### src/rtl/cpll_pkg.sv
package cpll_pkg;

   typedef enum logic {
      DET_MATCH = 1'b0,
      DET_EDGE  = 1'b1
   } det_kind_e;

endpackage

### src/rtl/cpll_nco.sv
module cpll_nco
   import cpll_pkg::*;
#(
   parameter int ACC_W   = 24,
   parameter int ERR_W   = 9,
   parameter int GAIN_SH = 6
) (
   input  logic                    clk,
   input  logic                    rst_n,
   input  logic [ACC_W-1:0]        nom_inc,
   input  logic signed [ERR_W-1:0] err_q,
   input  det_kind_e               mode,
   output logic                    rclk,
   output logic                    rclk_rise
);

   localparam int SW = ACC_W + 2;
   localparam logic signed [SW-1:0] INC_LO = SW'(1);
   localparam logic signed [SW-1:0] INC_HI = {2'b00, {ACC_W{1'b1}}};

   logic signed [SW-1:0] err_ext, corr, raw;
   logic [ACC_W-1:0]     inc, acc_q;
   logic                 rclk_p;

   // proportional path: edge detector has half the slope, so one more shift
   assign err_ext = SW'(err_q);
   assign corr    = (mode == DET_EDGE) ? (err_ext <<< (GAIN_SH + 1))
                                       : (err_ext <<< GAIN_SH);
   assign raw     = $signed({2'b00, nom_inc}) + corr;

   always_comb begin
      if (raw < INC_LO)      inc = ACC_W'(1);
      else if (raw > INC_HI) inc = {ACC_W{1'b1}};
      else                   inc = raw[ACC_W-1:0];
   end

   always_ff @(posedge clk or negedge rst_n) begin
      if (!rst_n) begin
         acc_q  <= '0;
         rclk_p <= 1'b0;
      end else begin
         acc_q  <= acc_q + inc;
         rclk_p <= rclk;
      end
   end

   assign rclk      = acc_q[ACC_W-1];
   assign rclk_rise = rclk & ~rclk_p;


   acc_step_chk: assert property (@(posedge clk) disable iff (!rst_n)
      $past(rst_n) |-> acc_q == ACC_W'($past(acc_q) + $past(inc)));


   inc_floor_chk: assert property (@(posedge clk) disable iff (!rst_n)
      $past(rst_n) |-> acc_q != $past(acc_q));

endmodule

### src/rtl/cpll_phase_det.sv
module cpll_phase_det
   import cpll_pkg::*;
(
   input  logic      clk,
   input  logic      rst_n,
   input  logic      carrier_in,
   input  logic      rclk,
   input  logic      rclk_rise,
   input  det_kind_e mode,
   output logic      det_hi
);

   logic car_q, car_p, edge_q, car_rise;

   assign car_rise = car_q & ~car_p;

   always_ff @(posedge clk or negedge rst_n) begin
      if (!rst_n) begin
         car_q  <= 1'b0;
         car_p  <= 1'b0;
         edge_q <= 1'b0;
      end else begin
         car_q <= carrier_in;
         car_p <= car_q;
         // clear on the recovered edge dominates a coincident carrier edge
         if (rclk_rise)     edge_q <= 1'b0;
         else if (car_rise) edge_q <= 1'b1;
      end
   end

   generate
      always_comb begin
         if (mode == DET_EDGE) det_hi = edge_q;
         else                  det_hi = ~(car_q ^ rclk);
      end
   endgenerate


   edge_set_chk: assert property (@(posedge clk) disable iff (!rst_n)
      (car_rise && !rclk_rise) |=> edge_q);


   edge_clr_chk: assert property (@(posedge clk) disable iff (!rst_n)
      rclk_rise |=> !edge_q);

endmodule

### src/rtl/cpll_err_avg.sv
module cpll_err_avg #(
   parameter int PER_LOG2 = 6,
   parameter int ERR_W    = PER_LOG2 + 3
) (
   input  logic                    clk,
   input  logic                    rst_n,
   input  logic                    det_hi,
   input  logic                    rclk_rise,
   output logic signed [ERR_W-1:0] err_next,
   output logic signed [ERR_W-1:0] err_q
);

   localparam int SAT = 2 ** (PER_LOG2 + 1) - 1;
   localparam logic signed [ERR_W-1:0] ONE   = ERR_W'(1);
   localparam logic signed [ERR_W-1:0] SAT_P = ERR_W'(SAT);
   localparam logic signed [ERR_W-1:0] SAT_N = -ERR_W'(SAT);

   logic signed [ERR_W-1:0] sum_q, stepped;

   assign stepped = det_hi ? (sum_q + ONE) : (sum_q - ONE);

   always_comb begin
      if (stepped > SAT_P)      err_next = SAT_P;
      else if (stepped < SAT_N) err_next = SAT_N;
      else                      err_next = stepped;
   end

   always_ff @(posedge clk or negedge rst_n) begin
      if (!rst_n) begin
         sum_q <= '0;
         err_q <= '0;
      end else if (rclk_rise) begin
         sum_q <= '0;
         err_q <= err_next;
      end else begin
         sum_q <= err_next;
      end
   end


   err_hold_chk: assert property (@(posedge clk) disable iff (!rst_n)
      !rclk_rise |=> $stable(err_q));


   err_range_chk: assert property (@(posedge clk) disable iff (!rst_n)
      (err_q <= SAT_P) && (err_q >= SAT_N));

endmodule

### src/rtl/cpll_lock.sv
module cpll_lock #(
   parameter int ERR_W        = 9,
   parameter int LOCK_PERIODS = 32
) (
   input  logic                    clk,
   input  logic                    rst_n,
   input  logic                    upd,
   input  logic signed [ERR_W-1:0] err_next,
   input  logic [ERR_W-2:0]        thr,
   output logic                    locked
);

   localparam int CNT_W = $clog2(LOCK_PERIODS + 1);
   localparam logic [CNT_W-1:0] FULL = CNT_W'(LOCK_PERIODS);

   logic [ERR_W-1:0] mag;
   logic [CNT_W-1:0] streak_q;
   logic             quiet;

   assign mag   = err_next[ERR_W-1] ? -err_next : err_next;
   assign quiet = mag < {1'b0, thr};

   always_ff @(posedge clk or negedge rst_n) begin
      if (!rst_n)            streak_q <= '0;
      else if (upd) begin
         if (!quiet)         streak_q <= '0;
         else if (streak_q != FULL) streak_q <= streak_q + 1'b1;
      end
   end

   assign locked = (streak_q == FULL);


   lock_rise_chk: assert property (@(posedge clk) disable iff (!rst_n)
      $rose(locked) |-> $past(upd));


   lock_loss_chk: assert property (@(posedge clk) disable iff (!rst_n)
      (upd && !quiet) |=> !locked);

endmodule

### src/rtl/cpll_tracker.sv
module cpll_tracker
   import cpll_pkg::*;
#(
   parameter int ACC_W        = 24,
   parameter int PER_LOG2     = 6,
   parameter int GAIN_SH      = 6,
   parameter int LOCK_PERIODS = 32
) (
   input  logic                       clk,
   input  logic                       rst_n,
   input  logic                       carrier_in,
   input  logic                       det_sel,
   input  logic [ACC_W-1:0]           nom_inc,
   input  logic [PER_LOG2+1:0]        lock_thr,
   output logic                       rclk,
   output logic                       locked,
   output logic signed [PER_LOG2+2:0] err_val
);

   localparam int ERR_W = PER_LOG2 + 3;

   generate
      if (PER_LOG2 < 2) begin : g_bad_per
         $error("PER_LOG2 must be at least 2");
      end
      if (ACC_W < PER_LOG2 + GAIN_SH + 6) begin : g_bad_acc
         $error("ACC_W too narrow for the shifted error");
      end
      if (LOCK_PERIODS < 1) begin : g_bad_lock
         $error("LOCK_PERIODS must be positive");
      end
   endgenerate

   det_kind_e               mode;
   logic                    rclk_rise, det_hi;
   logic signed [ERR_W-1:0] err_next, err_q;

   assign mode = det_kind_e'(det_sel);

   cpll_nco #(.ACC_W(ACC_W), .ERR_W(ERR_W), .GAIN_SH(GAIN_SH)) u_nco (
      .clk(clk), .rst_n(rst_n), .nom_inc(nom_inc), .err_q(err_q),
      .mode(mode), .rclk(rclk), .rclk_rise(rclk_rise));

   cpll_phase_det u_det (
      .clk(clk), .rst_n(rst_n), .carrier_in(carrier_in), .rclk(rclk),
      .rclk_rise(rclk_rise), .mode(mode), .det_hi(det_hi));

   cpll_err_avg #(.PER_LOG2(PER_LOG2), .ERR_W(ERR_W)) u_avg (
      .clk(clk), .rst_n(rst_n), .det_hi(det_hi), .rclk_rise(rclk_rise),
      .err_next(err_next), .err_q(err_q));

   cpll_lock #(.ERR_W(ERR_W), .LOCK_PERIODS(LOCK_PERIODS)) u_lock (
      .clk(clk), .rst_n(rst_n), .upd(rclk_rise), .err_next(err_next),
      .thr(lock_thr), .locked(locked));

   assign err_val = err_q;


   reset_quiet_chk: assert property (@(posedge clk)
      !rst_n |-> (!rclk && !locked && err_val == 0));

endmodule

### config.mk
export PLATFORM = sky130hd
export DESIGN_NAME = cpll_tracker
export DESIGN_NICKNAME = d
export VERILOG_FILES = /design/src/rtl/cpll_pkg.sv /design/src/rtl/cpll_nco.sv /design/src/rtl/cpll_phase_det.sv /design/src/rtl/cpll_err_avg.sv /design/src/rtl/cpll_lock.sv /design/src/rtl/cpll_tracker.sv
export SDC_FILE = /design/constraint.sdc
export NUM_CORES = 1
export LEC_CHECK = 0
export ABC_CLOCK_PERIOD_IN_PS = 7000
export CAP_MARGIN = 10
export CELL_PAD_IN_SITES_DETAIL_PLACEMENT = 0
export CELL_PAD_IN_SITES_GLOBAL_PLACEMENT = 2
export CORE_AREA = 2 2 115 161
export CTS_BUF_LIST = sky130_fd_sc_hd__clkbuf_4 sky130_fd_sc_hd__clkbuf_8
export DETAILED_ROUTE_END_ITERATION = 16
export DIE_AREA = 0 0 117 163
export DONT_BUFFER_PORTS = 1
export PLACE_DENSITY = 0.65
export SETUP_SLACK_MARGIN = 0.5
export SLEW_MARGIN = 20
export SYNTH_ARGS = -nofsm -noshare
export SYNTH_HDL_FRONTEND = slang
export SYNTH_SLANG_ARGS = --single-unit
### constraint.sdc
create_clock -name clk -period 7 [get_ports clk]
set_input_delay 0.35 -clock clk [delete_from_list [all_inputs] [get_ports clk]]
set_output_delay 0.35 -clock clk [all_outputs]
set_load 0.02 [all_outputs]
==> results.py <==
metrics = {
    "outcome": {
        "status": "complete, no violations",
    },
    "sta": {
        "fmax_mhz": 165.2,
        "finalSetupTns_ns": 0,
        "min_period_ns": 6.053,
        "relSlewSlack_pct": 40.24,
        "final_hold_viol_count": 0,
        "slew_violations": 0,
        "setup_viol": 0,
        "grt_setup_unrepaired": "false",
        "post-route-period-util_pct": 86.47,
        "skew_ns": 0.01237,
        "worst_slew_pin_slew_ns": 0.8964,
    },
    "drt": {
        "routedWlPerCell_um": 16.67,
        "drt_iter0_markers": 245,
        "drc_errors": 0,
        "ant_nets": 0,
        "num_vias": 4514,
        "drt-pass1-iter-count": 4,
        "drt-total-wl_um": 14370,
        "viasPerCell": 5.237,
    },
    "worst_setup_path": {
        "worst-path-max-fanout": 8,
        "reg2reg_to": "u_nco.acc_q[22]$_DFF_PN0_",
        "crit_type": "flop to flop",
        "cp-start-kind": "flop",
        "critPathMostFrequentCell": "a21oi_1",
        "rrSetupSlack_ns": 0.95,
        "end_kind": "flop",
        "cpPeakStageDelay_ns": 0.48,
        "worstPathArrival_ns": 6.31,
        "crit_path_top_delay_cell": "dfrtp_1",
        "reg2regPathDepth": 23,
        "cp_cell_sequence": "mux2_2, ha_1, and3_1, nand2_1, or3_1, a21oi_1, o21ai_1, nand2_1, xnor2_2, o31ai_4, buf_12, a221o_1, ha_1, fa_1, a21o_1, a21oi_1, o21ai_0, a41o_1, a31o_2, a211oi_1, o31ai_1, a21oi_1, xnor2_1",
        "timing.rr.start": "u_avg.err_q[7]$_DFFE_PN0P_",
        "crit_required_ns": 7.25,
    },
    "floorplanning": {
        "rows": 58,
        "die_height_um": 163,
        "ios": 47,
        "die-area_um2": 19070,
        "core-area_um2": 17780,
        "die_w_um": 117,
        "initial_core_util_pct": 29.25,
    },
    "clocking": {
        "clock_latency_ns": 0.33,
        "cts_buffer_depth": 2,
        "cts_inserted_buffers": 5,
        "cts.sinks": 52,
        "htreeDepth": 2,
        "cts_root_buf": "clkbuf_8",
        "clk_pin_slew_ns": 0.10,
        "cts_tree": "done",
    },
    "hold_path": {
        "worstHoldPathCells": 0,
        "hp-class": "primary input to flop",
        "min_from": "carrier_in",
        "whs_endpoint": "u_det.car_q$_DFF_PN0_",
    },
    "synth": {
        "async_reset_ff_share_pct": 100.0,
        "synth_ff_type": "dfrtp_1",
        "synth_area_um2": 5200,
        "synthCells": 617,
        "syn-num-nets": 716,
        "synthXorXnorAreaFrac_pct": 9.192,
        "synth-compound-area-share_pct": 24.93,
        "synth_top_family_by_area": "compound AO/OA/AOI/OAI gates",
        "ys_types": 73,
        "yosysWarnings": 0,
        "synthMuxAreaShare_pct": 1.925,
        "synth_seq_cells": 52,
        "ys_seq_area_share_pct": 25.02,
        "syn_avg_cell_area_um2": 8.428,
        "synth-simple-area-share_pct": 19.03,
        "synth_enable_flop_cells": 0,
        "synth_fa_ha_area_share_pct": 15.59,
    },
    "finish": {
        "finalNetCount": 720,
        "syn2layout_area_growth_pct": 9.793,
        "drive_gt1_share_pct": 10.61,
        "antennaDiodeCount": 0,
        "final_common_cell": "ha_1",
        "final_cell_mix": "ha_1 (60), dfrtp_1 (51), nand2_1 (47), a21oi_1 (47), nor2_1 (45)",
        "n_fill_cell": 1899,
    },
    "placement": {
        "place_hpwl_um": 11350,
        "io_buffers": 0,
        "gp_congestion": 0.8276,
    },
    "job": {
        "max-cap-violations": 0,
    },
    "grt": {
        "grtUsageTotal_pct": 15.50,
        "grt_pass1_vias": 4494,
        "grt_pass1_wl_um": 23090,
        "antenna_found_initial": 0,
        "grt_max_degree": 53,
        "gr-total-overflow": 0,
    },
}
==> synth_stat cells (7+ instances only) <==
cell type / instances / area share, %
o21ai_0: 41 / 3.9
a21o_1: 20 / 2.9
xnor2_1: 33 / 5.6
clkbuf_1: 13 / 0.94
mux2_2: 8 / 1.7
nand3_1: 19 / 1.8
o21ai_1: 7 / 0.67
a21oi_1: 48 / 4.6
nor2b_1: 7 / 0.84
ha_1: 60 / 14
nand4_1: 8 / 0.96
nand2_1: 47 / 3.4
o21bai_1: 8 / 1.2
dfrtp_1: 52 / 25
nor2_1: 45 / 3.2
nor3_1: 17 / 1.6
xor2_1: 19 / 3.2
inv_1: 34 / 2.5
==> logic make-up (layout without fill, tap and decap cells) <==
kind of cell    after synthesis  in the layout
compound gates              193            194
xor+xnor                     53             53
fa+ha+maj                    63             63
buf+inv                      54             58
flops                        52             52
mux                           9              9
other cells                   1              1
simple gates                192            192
==> how the worst max path moves through the flow <==
stage,end,cells past startpoint,start
after detailed placement,u_nco.acc_q[23]$_DFF_PN0_,23,u_avg.err_q[0]$_DFFE_PN0P_
after global placement,u_nco.acc_q[23]$_DFF_PN0_,21,u_avg.err_q[2]$_DFFE_PN0P_
after global routing,u_lock.streak_q[0]$_DFFE_PN0P_,26,u_nco.acc_q[23]$_DFF_PN0_
final,u_nco.acc_q[22]$_DFF_PN0_,23,u_avg.err_q[7]$_DFFE_PN0P_
after CTS,u_nco.acc_q[23]$_DFF_PN0_,23,u_avg.err_q[0]$_DFFE_PN0P_
after floorplan,u_nco.acc_q[22]$_DFF_PN0_,24,u_avg.err_q[8]$_DFFE_PN0P_
==> sequential cells by signal (all words and copies together) (netlist names) <==
signal / count
u_nco.acc_q: 24
u_avg.err_q: 9
u_avg.sum_q: 9
u_lock.streak_q: 6
u_det.car_p: 1
u_det.car_q: 1
u_det.edge_q: 1
u_nco.rclk_p: 1
==> layout make-up <==
| cell class | count | area, um^2 | area share (%) |
|---|---|---|---|
| clock inverters | 2 | 35.03 | 0.6136 |
| multi-input cells | 512 | 3712 | 65.02 |
| repair buffers | 16 | 155.1 | 2.718 |
| flip-flops and latches | 52 | 1303 | 22.81 |
| inverters | 34 | 127.6 | 2.235 |
| clock buffers | 6 | 76.32 | 1.337 |
| well taps | 240 | 300.3 | 5.260 |
==> critical path: cells and delay by family (launching register included) <==
family | cells | cell delay, ns
AOI/OAI and AO/OA | 12 | 2.70
adders and majority gates | 3 | 1.07
and+or+nand+nor | 4 | 0.93
DFF | 1 | 0.48
xor gates and xnor gates | 2 | 0.32
muxes | 1 | 0.31
buffers and inverters | 1 | 0.17
==> through the flow <==
step	area [um^2]	setup slack [ns]	utilization, %	std cells	hold slack (ns)
after floorplan	5200	1.163	-	617	0.05441
after global placement	5468	0.7464	30.75	845	0.05841
after detailed placement	5468	0.6282	30.75	845	0.05856
after CTS	5617	0.6062	31.59	855	0.02542
after global routing	5709	0.5022	32.11	862	0.02512
final	5709	0.9470	32.11	862	0.04998
==> timing repair <==
item | CTS | global route
endpoints found under the setup margin | 0 | 5
hold buffers | 2 | 0
hold endpoints to repair | 52 | 0
setup buffers | 0 | 6
gates resized for setup | 0 | 6
==> routing by layer <==
metal,global-route usage [%],vias to the layer above,wire length [um]
met5,0,-,0
met4,6.096,0,443
met3,3.201,26,661
met2,27.46,91,7490
met1,17.95,2129,5776
li1,-,2268,-
Power is left out: the tool's default activity adds up to more than one toggle a clock period on the data nets, which glitch-free logic cannot reach.
